==> src/rtl/lwsram_pkg.sv <==
`timescale 1ns/1ps
package lwsram_pkg;
  // Beats per burst are fixed at four: two low address bits.
  localparam int BEAT_W = 2;

  typedef logic [BEAT_W-1:0] beat_t;

  // Low address bits of beat n of a burst that began at start.
  function automatic beat_t beat_offset(beat_t start, beat_t n, logic linear);
    beat_t sum;
    sum = start + n;
    return linear ? sum : (start ^ n);
  endfunction
endpackage

==> src/rtl/lwsram_burst_seq.sv <==
`timescale 1ns/1ps
module lwsram_burst_seq
  import lwsram_pkg::*;
#(
  parameter int AW    = 4,
  parameter int LANES = 2
) (
  input  logic             clk,
  input  logic             rst_n,
  input  logic             order_linear,
  input  logic             burst_next,
  input  logic             we_n,
  input  logic             en_a_n,
  input  logic             en_b,
  input  logic             en_c_n,
  input  logic [LANES-1:0] lane_wr_n,
  input  logic [AW-1:0]    addr,
  output logic             cmd_rd,
  output logic             cmd_wr,
  output logic [AW-1:0]    cmd_addr,
  output logic [LANES-1:0] cmd_be
);
  logic             act_q;
  logic             wr_q;
  logic [AW-1:0]    base_q;
  beat_t            cnt_q;
  logic [LANES-1:0] be_q;
  logic             selected;

  assign selected = ~en_a_n & en_b & ~en_c_n;

  always_ff @(posedge clk or negedge rst_n) begin
    if (!rst_n) begin
      act_q  <= 1'b0;
      wr_q   <= 1'b0;
      base_q <= '0;
      cnt_q  <= '0;
      be_q   <= '0;
    end else begin
      be_q <= ~lane_wr_n;
      if (!burst_next) begin
        act_q  <= selected;
        wr_q   <= ~we_n;
        base_q <= addr;
        cnt_q  <= '0;
      end else if (act_q) begin
        cnt_q <= cnt_q + beat_t'(1);
      end
    end
  end

  assign cmd_rd   = act_q & ~wr_q;
  assign cmd_wr   = act_q & wr_q;
  assign cmd_be   = be_q;
  assign cmd_addr = {base_q[AW-1:BEAT_W], beat_offset(base_q[BEAT_W-1:0], cnt_q, order_linear)};


  deselect_chk: assert property (@(posedge clk) disable iff (!rst_n)
    (!burst_next && !selected) |=> !(cmd_rd || cmd_wr));


  burst_hi_chk: assert property (@(posedge clk) disable iff (!rst_n)
    (act_q && burst_next) |=> (cmd_addr[AW-1:BEAT_W] == $past(cmd_addr[AW-1:BEAT_W])));


  burst_lin_chk: assert property (@(posedge clk) disable iff (!rst_n)
    (act_q && burst_next && order_linear) |=>
      (cmd_addr[BEAT_W-1:0] == beat_t'($past(cmd_addr[BEAT_W-1:0]) + beat_t'(1))));
endmodule

==> src/rtl/lwsram_write_pipe.sv <==
`timescale 1ns/1ps
module lwsram_write_pipe #(
  parameter int AW     = 4,
  parameter int LANES  = 2,
  parameter int LANE_W = 9,
  localparam int W     = LANES * LANE_W
) (
  input  logic             clk,
  input  logic             rst_n,
  input  logic             flow_thru,
  input  logic             par_odd,
  input  logic             cmd_wr,
  input  logic [AW-1:0]    cmd_addr,
  input  logic [LANES-1:0] cmd_be,
  input  logic [W-1:0]     wdata,
  output logic             wr_en,
  output logic [AW-1:0]    wr_addr,
  output logic [LANES-1:0] wr_be,
  output logic [LANES-1:0] par_err
);
  // One extra slot holds a write for the double late write mode.
  logic             p1_v;
  logic [AW-1:0]    p1_addr;
  logic [LANES-1:0] p1_be;
  logic [LANES-1:0] lane_bad;

  always_ff @(posedge clk or negedge rst_n) begin
    if (!rst_n) begin
      p1_v    <= 1'b0;
      p1_addr <= '0;
      p1_be   <= '0;
    end else begin
      p1_v    <= cmd_wr;
      p1_addr <= cmd_addr;
      p1_be   <= cmd_be;
    end
  end

  // Commit point: the stage whose data is on wdata at this edge.
  assign wr_en   = flow_thru ? cmd_wr   : p1_v;
  assign wr_addr = flow_thru ? cmd_addr : p1_addr;
  assign wr_be   = flow_thru ? cmd_be   : p1_be;

  for (genvar g = 0; g < LANES; g++) begin : g_lane
    assign lane_bad[g] = (^wdata[g*LANE_W +: LANE_W]) ^ par_odd;
  end

  always_ff @(posedge clk or negedge rst_n) begin
    if (!rst_n) par_err <= '0;
    else        par_err <= wr_en ? (wr_be & lane_bad) : '0;
  end


  perr_cause_chk: assert property (@(posedge clk) disable iff (!rst_n)
    (|par_err) |-> $past(wr_en));
endmodule

==> src/rtl/lwsram_store.sv <==
`timescale 1ns/1ps
module lwsram_store #(
  parameter int AW     = 4,
  parameter int LANES  = 2,
  parameter int LANE_W = 9,
  localparam int W     = LANES * LANE_W,
  localparam int DEPTH = 1 << AW
) (
  input  logic             clk,
  input  logic             rst_n,
  input  logic             wr_en,
  input  logic [AW-1:0]    wr_addr,
  input  logic [LANES-1:0] wr_be,
  input  logic [W-1:0]     wdata,
  input  logic             rd_en,
  input  logic [AW-1:0]    rd_addr,
  output logic             rd_v,
  output logic [W-1:0]     rd_q
);
  logic [W-1:0] mem [DEPTH];
  logic [W-1:0] fwd;

  always_ff @(posedge clk) begin
    if (wr_en) begin
      for (int l = 0; l < LANES; l++) begin
        if (wr_be[l]) mem[wr_addr][l*LANE_W +: LANE_W] <= wdata[l*LANE_W +: LANE_W];
      end
    end
  end

  // The write committing on this edge is not yet in mem: merge it per lane.
  always_comb begin
    fwd = mem[rd_addr];
    if (wr_en && (wr_addr == rd_addr)) begin
      for (int l = 0; l < LANES; l++) begin
        if (wr_be[l]) fwd[l*LANE_W +: LANE_W] = wdata[l*LANE_W +: LANE_W];
      end
    end
  end

  always_ff @(posedge clk or negedge rst_n) begin
    if (!rst_n) begin
      rd_v <= 1'b0;
      rd_q <= '0;
    end else begin
      rd_v <= rd_en;
      if (rd_en) rd_q <= fwd;
    end
  end
endmodule

==> src/rtl/lwsram_core.sv <==
`timescale 1ns/1ps
module lwsram_core #(
  parameter int AW     = 4,
  parameter int LANES  = 2,
  parameter int LANE_W = 9
) (
  input  logic                    clk,
  input  logic                    rst_n,
  input  logic                    flow_thru,
  input  logic                    order_linear,
  input  logic                    par_odd,
  input  logic                    burst_next,
  input  logic                    we_n,
  input  logic                    en_a_n,
  input  logic                    en_b,
  input  logic                    en_c_n,
  input  logic [LANES-1:0]        lane_wr_n,
  input  logic [AW-1:0]           addr,
  input  logic [LANES*LANE_W-1:0] wdata,
  input  logic                    oe_n,
  output logic [LANES*LANE_W-1:0] rdata,
  output logic                    rdata_drive,
  output logic [LANES-1:0]        par_err
);
  localparam int W = LANES * LANE_W;

  logic             cmd_rd, cmd_wr;
  logic [AW-1:0]    cmd_addr;
  logic [LANES-1:0] cmd_be;
  logic             wr_en;
  logic [AW-1:0]    wr_addr;
  logic [LANES-1:0] wr_be;
  logic             rd1_v, rd2_v, out_v;
  logic [W-1:0]     rd1_q, rd2_q, out_q;

  lwsram_burst_seq #(.AW(AW), .LANES(LANES)) seq_i (
    .clk(clk), .rst_n(rst_n), .order_linear(order_linear),
    .burst_next(burst_next), .we_n(we_n),
    .en_a_n(en_a_n), .en_b(en_b), .en_c_n(en_c_n),
    .lane_wr_n(lane_wr_n), .addr(addr),
    .cmd_rd(cmd_rd), .cmd_wr(cmd_wr), .cmd_addr(cmd_addr), .cmd_be(cmd_be)
  );

  lwsram_write_pipe #(.AW(AW), .LANES(LANES), .LANE_W(LANE_W)) wpipe_i (
    .clk(clk), .rst_n(rst_n), .flow_thru(flow_thru), .par_odd(par_odd),
    .cmd_wr(cmd_wr), .cmd_addr(cmd_addr), .cmd_be(cmd_be), .wdata(wdata),
    .wr_en(wr_en), .wr_addr(wr_addr), .wr_be(wr_be), .par_err(par_err)
  );

  lwsram_store #(.AW(AW), .LANES(LANES), .LANE_W(LANE_W)) store_i (
    .clk(clk), .rst_n(rst_n),
    .wr_en(wr_en), .wr_addr(wr_addr), .wr_be(wr_be), .wdata(wdata),
    .rd_en(cmd_rd), .rd_addr(cmd_addr),
    .rd_v(rd1_v), .rd_q(rd1_q)
  );

  // Output register used only by the pipelined mode.
  always_ff @(posedge clk or negedge rst_n) begin
    if (!rst_n) begin
      rd2_v <= 1'b0;
      rd2_q <= '0;
    end else begin
      rd2_v <= rd1_v;
      rd2_q <= rd1_q;
    end
  end

  assign out_v       = flow_thru ? rd1_v : rd2_v;
  assign out_q       = flow_thru ? rd1_q : rd2_q;
  assign rdata_drive = out_v & ~oe_n;
  assign rdata       = rdata_drive ? out_q : '0;


  flow_lat_chk: assert property (@(posedge clk) disable iff (!rst_n)
    (flow_thru && rd1_v) |-> $past(cmd_rd));


  pipe_lat_chk: assert property (@(posedge clk) disable iff (!rst_n)
    (!flow_thru && rd2_v) |-> $past(cmd_rd, 2));
endmodule

==> config.mk <==
export PLATFORM = sky130hd
export DESIGN_NAME = lwsram_core
export DESIGN_NICKNAME = d
export VERILOG_FILES = /design/src/rtl/lwsram_pkg.sv /design/src/rtl/lwsram_burst_seq.sv /design/src/rtl/lwsram_write_pipe.sv /design/src/rtl/lwsram_store.sv /design/src/rtl/lwsram_core.sv
export SDC_FILE = /design/constraint.sdc
export NUM_CORES = 1
export LEC_CHECK = 0
export BUFFER_PORTS_ARGS = -buffer_cell sky130_fd_sc_hd__clkbuf_2
export CELL_PAD_IN_SITES_DETAIL_PLACEMENT = 1
export CELL_PAD_IN_SITES_GLOBAL_PLACEMENT = 1
export CORE_ASPECT_RATIO = 0.8
export CORE_MARGIN = 8
export CORE_UTILIZATION = 44
export DETAILED_ROUTE_END_ITERATION = 8
export HOLD_SLACK_MARGIN = 0.08
export PLACE_DENSITY_LB_ADDON = 0.08
export SYNTH_ARGS = -nofsm -noshare
export SYNTH_HDL_FRONTEND = slang
export SYNTH_HIERARCHICAL = 1
export SYNTH_SLANG_ARGS = --single-unit
export TNS_END_PERCENT = 5
==> constraint.sdc <==
create_clock -name clk -period 3.7 [get_ports clk]
set_input_delay 0.555 -clock clk [delete_from_list [all_inputs] [get_ports clk]]
set_output_delay 0.555 -clock clk [all_outputs]
set_load 0.1 [all_outputs]
# Yosys cells after proc, flatten, opt, wreduce, memory -nomap -nowiden

Memories as Yosys holds them, arrays and structs flattened.
Index checks and enable logic that the tools add are counted.
Widths: inputs -> output; s select.

ROM bits: 0
Output and inout bits: 21
Flip-flop bits (word level): 57
Word-level logic and storage cells: 55
Bits in writable memories: 288
Latch bits: 0
Bits of input ports: 35
Memories kept: 1

Memory list:

| memory      | depth | bits a word | rd ports | clocked after memory_dff | wr ports | RTL line           | RTL |
|---|---|---|---|---|---|---|---|
| store_i.mem | 16    | 18          | 1        | 0                        | 1        | lwsram_store.sv:20 | `logic [W-1:0] mem [DEPTH];` |

Div/mod/pow operators: 0
Bitwise logic cells: 15
Magnitude comparators: 0
Reduce and logical (&&, ||, !) cells: 3
Add/sub/neg operators: 2
$mul: 0
Multiplexer cells: 19
Shift operators: 0
Eq/ne operators: 2

Operator list:

| kind                | count |
|---|---|
| $mux 18             | 3 |
| $mux 9              | 2 |
| $reduce_xor 9->1    | 2 |
| $mux 2              | 5 |
| $mux 1              | 8 |
| $and 1x1->1         | 5 |
| $not 1->1           | 5 |
| $eq 4x4->1          | 1 |
| $mux 4              | 1 |
| $add 2x1->2 const B | 1 |
| $add 2x2->2         | 1 |
| $and 2x2->2         | 1 |
| $ne 2x1->1 const B  | 1 |
| $not 2->2           | 1 |
| $xor 1x1->1         | 2 |
| $xor 2x2->2         | 1 |
| $logic_and 1x1->1   | 1 |

# Longest topological paths before layout

Gate-level depths: netlist (run 1).

Depth in word-level cells: 6
Depth in mapped cells: 9
Depth with buffers taken out: 8

# Hierarchy

The synthesis (run 1) kept the hierarchy.

By module, submodules not included:

| module            | cells each | instances | seq. area each (µm²) | area each (µm²) |
|---|---|---|---|---|
| lwsram_store      | 561        | 1         | 9,123.8              | 12,115.4 |
| lwsram_core       | 85         | 1         | 475.5                | 955.9 |
| lwsram_write_pipe | 35         | 1         | 225.2                | 504.2 |
| lwsram_burst_seq  | 36         | 1         | 250.2                | 464.2 |

# Worst setup path after synthesis (run 1)

OpenSTA, ideal clock, no wires.

Path kind: input -> output
From: input port flow_thru
To: output port rdata[5]
Data arrival time: 3.193 ns
Data required time: 3.145 ns
Path slack: -0.048 ns
Cell stages on the path: 3
Buffers on the path: 2
Cell sequence: buf_4 buf_6 o32ai_1

Word-level cells in the longest chain between the ends: 3
Elaborated cells on any way between the ends: 4
Those cells by class: mux: 3; bitwise: 1

RTL lines:

| element     | RTL line          | RTL |
|---|---|---|
| from (decl) | lwsram_core.sv:9  | `input logic flow_thru,` |
| $mux 1      | lwsram_core.sv:68 | `assign out_v = flow_thru ? rd1_v : rd2_v;` |
| $and 1x1->1 | lwsram_core.sv:70 | `assign rdata_drive = out_v & ~oe_n;` |
| $mux 18 (*) | lwsram_core.sv:71 | `assign rdata = rdata_drive ? out_q : '0;` |
| to (decl)   | lwsram_core.sv:21 | `output logic [LANES*LANE_W-1:0] rdata,` |

Every way passes the cells marked *; elsewhere a longest branch is shown, timed or not.

# Final worst setup path (run 1)

From: register store_i.rd_v
To: output port rdata[6]

Word-level cells in the longest chain between the ends: 3

RTL lines:

| element                | RTL line           | RTL |
|---|---|---|
| from (decl)            | lwsram_store.sv:17 | `output logic rd_v,` |
| from (signal assigned) | lwsram_store.sv:46 | `rd_v <= rd_en;` |
| $mux 1                 | lwsram_core.sv:68  |  |
| $and 1x1->1            | lwsram_core.sv:70  |  |
| $mux 18                | lwsram_core.sv:71  |  |

No other way between the ends.

==> impl_metrics.py, run 1 <==
metrics = {
    "sta": {
        "hold_violations": 0,
        "period_needed_ns": 2.86,
        "fmax_mhz": 350,
        "drv_slew": 0,
        "setup_viol": 0,
        "worstMarginPinSlew_ns": 0.970,
        "rsz0062_at_grt": "no",
        "post-route-period-util_pct": 77.3,
        "slew_headroom_pct": 35.3,
        "setup_slack_ns": 0.839,
        "tns_ns": 0,
        "fin_skew_ns": 0.0267,
    },
    "synth": {
        "synth-edff-count": 288,
        "ys_seq_elements": 345,
        "syn_inst": 717,
        "syn_nets": 753,
        "synth_flop_cell": "edfxtp_1",
        "yosys.area.top_type": "edfxtp_1",
        "netlist_area_sq_um": 14000,
        "synth_cell_types": 45,
        "avgSynthCellArea_sq_um": 19.6,
        "async_flop_share_pct": 16.5,
        "ys.warnings.count": 6,
        "yosysSeqAreaShare_pct": 71.8,
        "netlist.area_leader.share_pct": 61.6,
        "synth.area.top_cells": "edfxtp_1 62%, dfrtp_1 10%, mux4_2 6.7%, mux4_1 5.6%, a22oi_1 1.9%",
    },
    "floorplan": {
        "dieArea_sq_um": 37900,
        "initial_core_util_pct": 44.7,
        "io-pin-count": 56,
        "rows": 58,
        "core_area_sq_um": 31400,
        "chipWidth_microns": 216,
        "dieHeight_microns": 176,
    },
    "grt": {
        "antenna_found_initial": 0,
        "grt_pass1_vias": 7576,
        "met3_usage_pct": 3.51,
        "grt_max_degree": 47,
        "busiest_layer": "met1",
        "grt_use_total_pct": 17.5,
        "met1_usage_pct": 26.6,
        "overflow": 0,
        "grt_use_met2_pct": 25.2,
        "grt_pass1_wl_mm": 49.7,
    },
    "setup_path": {
        "timing.rr.end": "store_i/rd_q[14]",
        "reg2reg_from": "seq_i/cnt_q[0]",
        "cp-startpoint": "store_i/rd_v",
        "crit_fanout": 18,
        "critPathKind": "reg2out",
        "worstSetupEndpointType": "primary output",
        "critPathLaunchType": "flop",
        "critPathArrivalTime_ns": 2.31,
        "worst_r2r_path_depth": 6,
        "crit_required_ns": 3.14,
        "r2r_slack_ns": 0.88,
    },
    "route": {
        "ant_nets": 0,
        "drtIter0Drc": 635,
        "dr.pass1.iters": 5,
        "routed_wl_mm": 32.9,
        "drc_errors": 0,
        "dr_total_vias": 7209,
        "wl_per_cell_microns": 26.1,
        "post_drt_via_cell_ratio": 5.72,
    },
    "power_and_ir_drop": {
        "swShare_pct": 24.1,
        "p_per_area_nw_per_um2": 569,
        "pwr-share-seq_pct": 49.6,
        "p_int_uw": 6920,
        "switchingPower_uw": 2200,
        "finalPower_uw": 9120,
        "p_comb_share_pct": 12.0,
        "clkPwrFrac_pct": 38.4,
        "leakage_uw": 0.00564,
        "vdd_drop_max_mv": 0.293,
    },
    "final_layout": {
        "multi_input_area_sq_um": 3540,
        "utilization_pct": 51.0,
        "stdcell_area_sq_um": 16000,
        "nFillCells": 2849,
        "final_cell_mix": "288 x edfxtp_1, 56 x dfrtp_1, 55 x clkbuf_2",
        "antenna_cells": 0,
        "regArea_sq_um": 10100,
        "final_common_cell": "edfxtp_1",
        "nNetsFinal": 849,
        "drive_gt1_share_pct": 29.4,
        "syn_to_final_growth_pct": 14.1,
    },
    "run": {
        "cap_violations": 0,
    },
    "clock_tree": {
        "clk_pin_slew_ns": 0.05,
        "cts.repair.resized": 0,
        "cts_setup_buffers": 0,
        "htreeDepth": 2,
        "cts.sinks": 345,
        "cts_tree": "built",
        "cts-buffers-inserted": 36,
        "hold_buffers": 0,
        "clockBufferDepth": 3,
        "clock_latency_ns": 0.54,
        "cts_root_buffer": "clkbuf_16",
    },
    "placement": {
        "place_congestion": 0.742,
        "post-place-ws_ns": 0.861,
        "dp_hpwl_mm": 21.2,
        "portBuffers": 55,
        "dpl-instance-area_sq_um": 14900,
    },
    "worst_hold_path": {
        "hold_class": "in2async",
    },
    "status": {
        "outcome": "completed",
    },
}
==> final cells by class <==
type                            count  area share [%]
Sequential cell                   345            62.9
Clock inverter                     17           0.891
Inverter                           22           0.516
Tap cell                          420            3.28
Clock buffer                       48            6.23
Timing Repair Buffer              100            4.06
Multi-Input combinational cell    308            22.1
==> cells in the mapped netlist (all sizes together), types with 2 or more instances <==
| library cell | number |
|---|---|
| mux2 | 11 |
| buf | 25 |
| nor2b | 4 |
| dfrtp | 57 |
| xnor3 | 2 |
| nand2 | 42 |
| mux4 | 72 |
| or3 | 2 |
| and2 | 2 |
| nor3 | 8 |
| a21oi | 2 |
| clkbuf | 16 |
| a22oi | 36 |
| nand2b | 6 |
| o221a | 18 |
| or2 | 22 |
| nand4 | 5 |
| edfxtp | 288 |
| and3 | 2 |
| inv | 22 |
| o32ai | 18 |
| xnor2 | 20 |
| nor2 | 27 |
| o21ai | 2 |
==> critical path, cell delays in order, from the launching register on <==
cell and delay, ns:
dfrtp_1 0.38, nand2b_1 0.50, o32ai_1 0.38, clkbuf_2 0.52
==> how the worst max path moves through the flow <==
stage and to:
2_1_floorplan rdata[5], 3_5_place_dp store_i/mem[4][12], 3_3_place_gp store_i/mem[4][15], 6_report rdata[6]
5_1_grt rdata[5], 4_1_cts rdata[3]
==> power by group through the flow <==
stage / logic, uW / registers (uW) / clock network [uW]
3_3_place_gp: 1060 / 4590 / 0
5_1_grt: 1180 / 4540 / 3710
2_1_floorplan: 819 / 4540 / 0
4_1_cts: 1100 / 4520 / 3590
6_report: 1090 / 4520 / 3500
3_5_place_dp: 1100 / 4600 / 0
==> sequential cells by signal, summed over array words and instances (netlist names), 2 cells and up <==
signal,cells
seq_i/base_q,4
store_i/rd_q,18
seq_i/cmd_be,2
wpipe_i/p1_addr,4
wpipe_i/p1_be,2
store_i/mem,288
wpipe_i/par_err,2
seq_i/cnt_q,2
rd2_q,18
==> per-layer routing <==
layer | up-vias | share of wire (%)
met3 | 49 | 5.8
li1 | 3101 | -
met1 | 3857 | 49
met2 | 202 | 43
met4 | 0 | 1.8
met5 | - | 0
==> kinds of logic after synthesis <==
| family | synth area share (%) |
|---|---|
| multiplexers | 13.4 |
| adder cells (fa/ha/maj) | 0.0891 |
| buffers and inverters | 3.11 |
| AND/OR/NAND/NOR | 4.35 |
| XOR/XNOR | 1.79 |
| AO/OA/AOI/OAI | 5.49 |
| flip-flops | 71.8 |
==> stage by stage <==
step | cells | hold WS [ns]
floorplan | 717 | 0.259
global placement | 1195 | 0.359
detailed placement | 1195 | 0.366
CTS | 1260 | 0.151
global route | 1260 | 0.160
finish | 1260 | 0.177
Power figures use the tool's default switching activity.
==> inputs of run 2 (changes only) <==
Settings changed: ABC_AREA set to 1.
Clock period 3.7 ns to 2.79 ns, I/O delays scaled along.
==> run 2 against run 1 <==
Against the previous run: largest power group unchanged; critical endpoint is now store_i/mem[5][7]; critical path type is now reg2reg; cell count rose by 80%; synthesized cell count rose by 130%; synthesized area rose by 12%; final area rose by 14%; flip-flop and latch count did not move; highest routed layer is now met5.
==> impl_metrics.py, run 2 <==
metrics = {
    "setup_path": {
        "r2r_slack_ns": 0.18,
        "reg2reg_from": "seq_i/cnt_q[0]",
        "critPathArrivalTime_ns": 2.83,
        "cpMostUsedCell": "nand2_1",
        "cp-endpoint": "store_i/mem[5][7]",
        "crit_fanout": 9,
        "critPathKind": "reg2reg",
        "path_cells": "ha_4 -> nand2_1 -> nand3_1 -> nand2_1 -> inv_2 -> mux2_2 -> nor2_1 -> nand2_1 -> nor2_1 -> buf_4",
        "worst_r2r_path_depth": 10,
        "critPathMaxStageDelay_ns": 0.42,
        "crit_slowest_cell": "dfrtp_1",
        "timing.rr.end": "store_i/mem[5][7]",
        "worstSetupEndpointType": "flop",
        "cp-startpoint": "seq_i/cnt_q[0]",
        "critPathLaunchType": "flop",
        "crit_required_ns": 3.01,
    },
    "synth": {
        "syn_nets": 1702,
        "netlist_area_sq_um": 15700,
        "ys_seq_elements": 345,
        "yosysSeqAreaShare_pct": 64.0,
        "synth_cell_types": 32,
        "yosys.area.top_type": "edfxtp_1",
        "synthTopCellsByCount": "622 x nand2_1, 288 x edfxtp_1, 253 x inv_1",
        "synth.area.top_cells": "edfxtp_1 55%, nand2_1 15%, dfrtp_1 9.1%, nand3_1 6.7%, inv_1 6.0%",
        "synth-edff-count": 288,
        "yosys.cell_count.top_type": "nand2_1",
        "synth_flop_cell": "edfxtp_1",
        "async_flop_share_pct": 16.5,
        "avgSynthCellArea_sq_um": 9.45,
        "ys.warnings.count": 6,
        "syn_inst": 1666,
        "netlist.area_leader.share_pct": 55.0,
    },
    "final_layout": {
        "largest_reg_flops": 288,
        "nNetsFinal": 1791,
        "top_regs": "store_i/mem x288, rd2_q x18, store_i/rd_q x18",
        "final_common_cell": "nand2_1",
        "final_cell_mix": "622 x nand2_1, 288 x edfxtp_1, 252 x inv_1, 212 x nand3_1, 88 x nor2_1",
        "syn_to_final_growth_pct": 16.4,
        "utilization_pct": 51.4,
        "multi_input_area_sq_um": 4200,
        "regMostFlops": "store_i/mem",
        "regArea_sq_um": 10100,
        "drive_gt1_share_pct": 11.9,
        "antenna_cells": 0,
        "nFillCells": 4014,
    },
    "sta": {
        "post-route-period-util_pct": 93.5,
        "period_needed_ns": 2.61,
        "hold_violations": 0,
        "worstMarginPinSlew_ns": 0.797,
        "tns_ns": 0,
        "slew_headroom_pct": 46.7,
        "fin_skew_ns": 0.0174,
        "rsz0062_at_grt": "no",
        "setup_viol": 0,
        "drv_slew": 0,
        "fmax_mhz": 383,
    },
    "floorplan": {
        "chipWidth_microns": 227,
        "dieArea_sq_um": 42100,
        "io-pin-count": 56,
        "rows": 62,
        "dieHeight_microns": 185,
        "core_area_sq_um": 35600,
        "initial_core_util_pct": 44.2,
    },
    "power_and_ir_drop": {
        "leakage_uw": 0.00831,
        "p_per_area_nw_per_um2": 707,
        "vdd_drop_max_mv": 0.447,
    },
    "route": {
        "drc_errors": 0,
        "ant_nets": 0,
        "dr_total_vias": 11500,
        "wl_per_cell_microns": 20.5,
        "dr.pass1.iters": 5,
        "drtIter0Drc": 1026,
        "post_drt_via_cell_ratio": 5.07,
        "routed_wl_mm": 46.3,
    },
    "worst_hold_path": {
        "hold_class": "in2reg",
    },
    "clock_tree": {
        "clockBufferDepth": 3,
        "cts_root_buffer": "clkbuf_16",
        "clk_pin_slew_ns": 0.06,
        "clock_latency_ns": 0.53,
        "cts.sinks": 345,
        "htreeDepth": 2,
        "cts-buffers-inserted": 38,
        "cts_setup_buffers": 0,
        "cts_tree": "built",
    },
    "grt": {
        "grt_use_total_pct": 22.6,
        "grt_max_degree": 100,
        "antenna_found_initial": 1,
        "grt_pass1_vias": 12000,
        "overflow": 0,
        "grt_pass1_wl_mm": 72.6,
    },
    "placement": {
        "place_congestion": 0.822,
        "dp_hpwl_mm": 30.6,
        "portBuffers": 55,
    },
    "status": {
        "outcome": "completed",
    },
    "run": {
        "cap_violations": 0,
    },
}
-- run 2: repair_timing --
| item | CTS | global route |
|---|---|---|
| hold buffers | 4 | 0 |
| resized for setup | 0 | 1 |
| setup endpoints to repair | 0 | 4 |
| endpoints found under the hold margin | 60 | 0 |
-- run 2: logic make-up (layout without fill, tap and decap cells) --
family          Yosys count  in the layout  share of synthesized area, %
compound gates            9              9                         0.398
xor+xnor                  4              4                         0.223
fa+ha+maj                 1              1                        0.0795
buf+inv                 341            459                          9.35
flops                   345            345                          64.0
mux                       7              7                         0.517
simple gates            959            959                          25.4
-- run 2: worst max-delay path, delay by kind of cell (launching register included) --
family,cells,cell delay [ns]
buffers and inverters,2,0.30
adders and majority gates,1,0.17
muxes,1,0.34
DFF,1,0.42
and+or+nand+nor,6,1.06
-- run 2: report_power, final --
| part | internal [uW] | switching, uW |
|---|---|---|
| sequential | 5800 | 114 |
| clock | 2960 | 2030 |
| combinational | 589 | 1450 |
-- run 2: per-stage QoR --
stage | hold slack [ns] | total power [uW] | setup WS, ns | instances | area (sq um)
floorplan | 0.123 | 7290 | 0.282 | 1666 | 15700
global placement | 0.360 | 8000 | 0.200 | 2191 | 17000
detailed placement | 0.367 | 8050 | 0.191 | 2191 | 17000
CTS | 0.0856 | 13100 | 0.158 | 2264 | 18300
global route | 0.103 | 13500 | 0.0344 | 2264 | 18300
finish | 0.108 | 12900 | 0.181 | 2264 | 18300
-- run 2: metal layers --
layer  track usage [%]  part of all wire, %  vias to the layer above  wire length (microns)
met3              3.89                  6.3                       48                   2920
met4              4.64                  1.3                        2                    614
met1              33.7                   48                     5704                  22300
met5                 0                0.028                        -                     13
li1                  -                    -                     5456                      -
met2              34.5                   44                      275                  20500
-- run 2: cell type report --
type,count,area share (%)
clock buffer,54,5.85
clock inverter,15,0.833
inverter,264,5.42
multi-input combinational,980,22.9
sequential,345,55.0
tap,480,3.28
timing repair buffer,126,6.66
-- run 2: worst min path at each step --
stage,start,cells after the start,to
finish,addr[2],3,seq_i/base_q[2]
CTS,addr[2],3,seq_i/base_q[2]
detailed placement,store_i/rd_v,0,rd2_v
floorplan,rst_n,0,rd2_q[0]
global placement,seq_i/cmd_be[1],0,wpipe_i/p1_be[1]
global route,addr[2],3,seq_i/base_q[2]
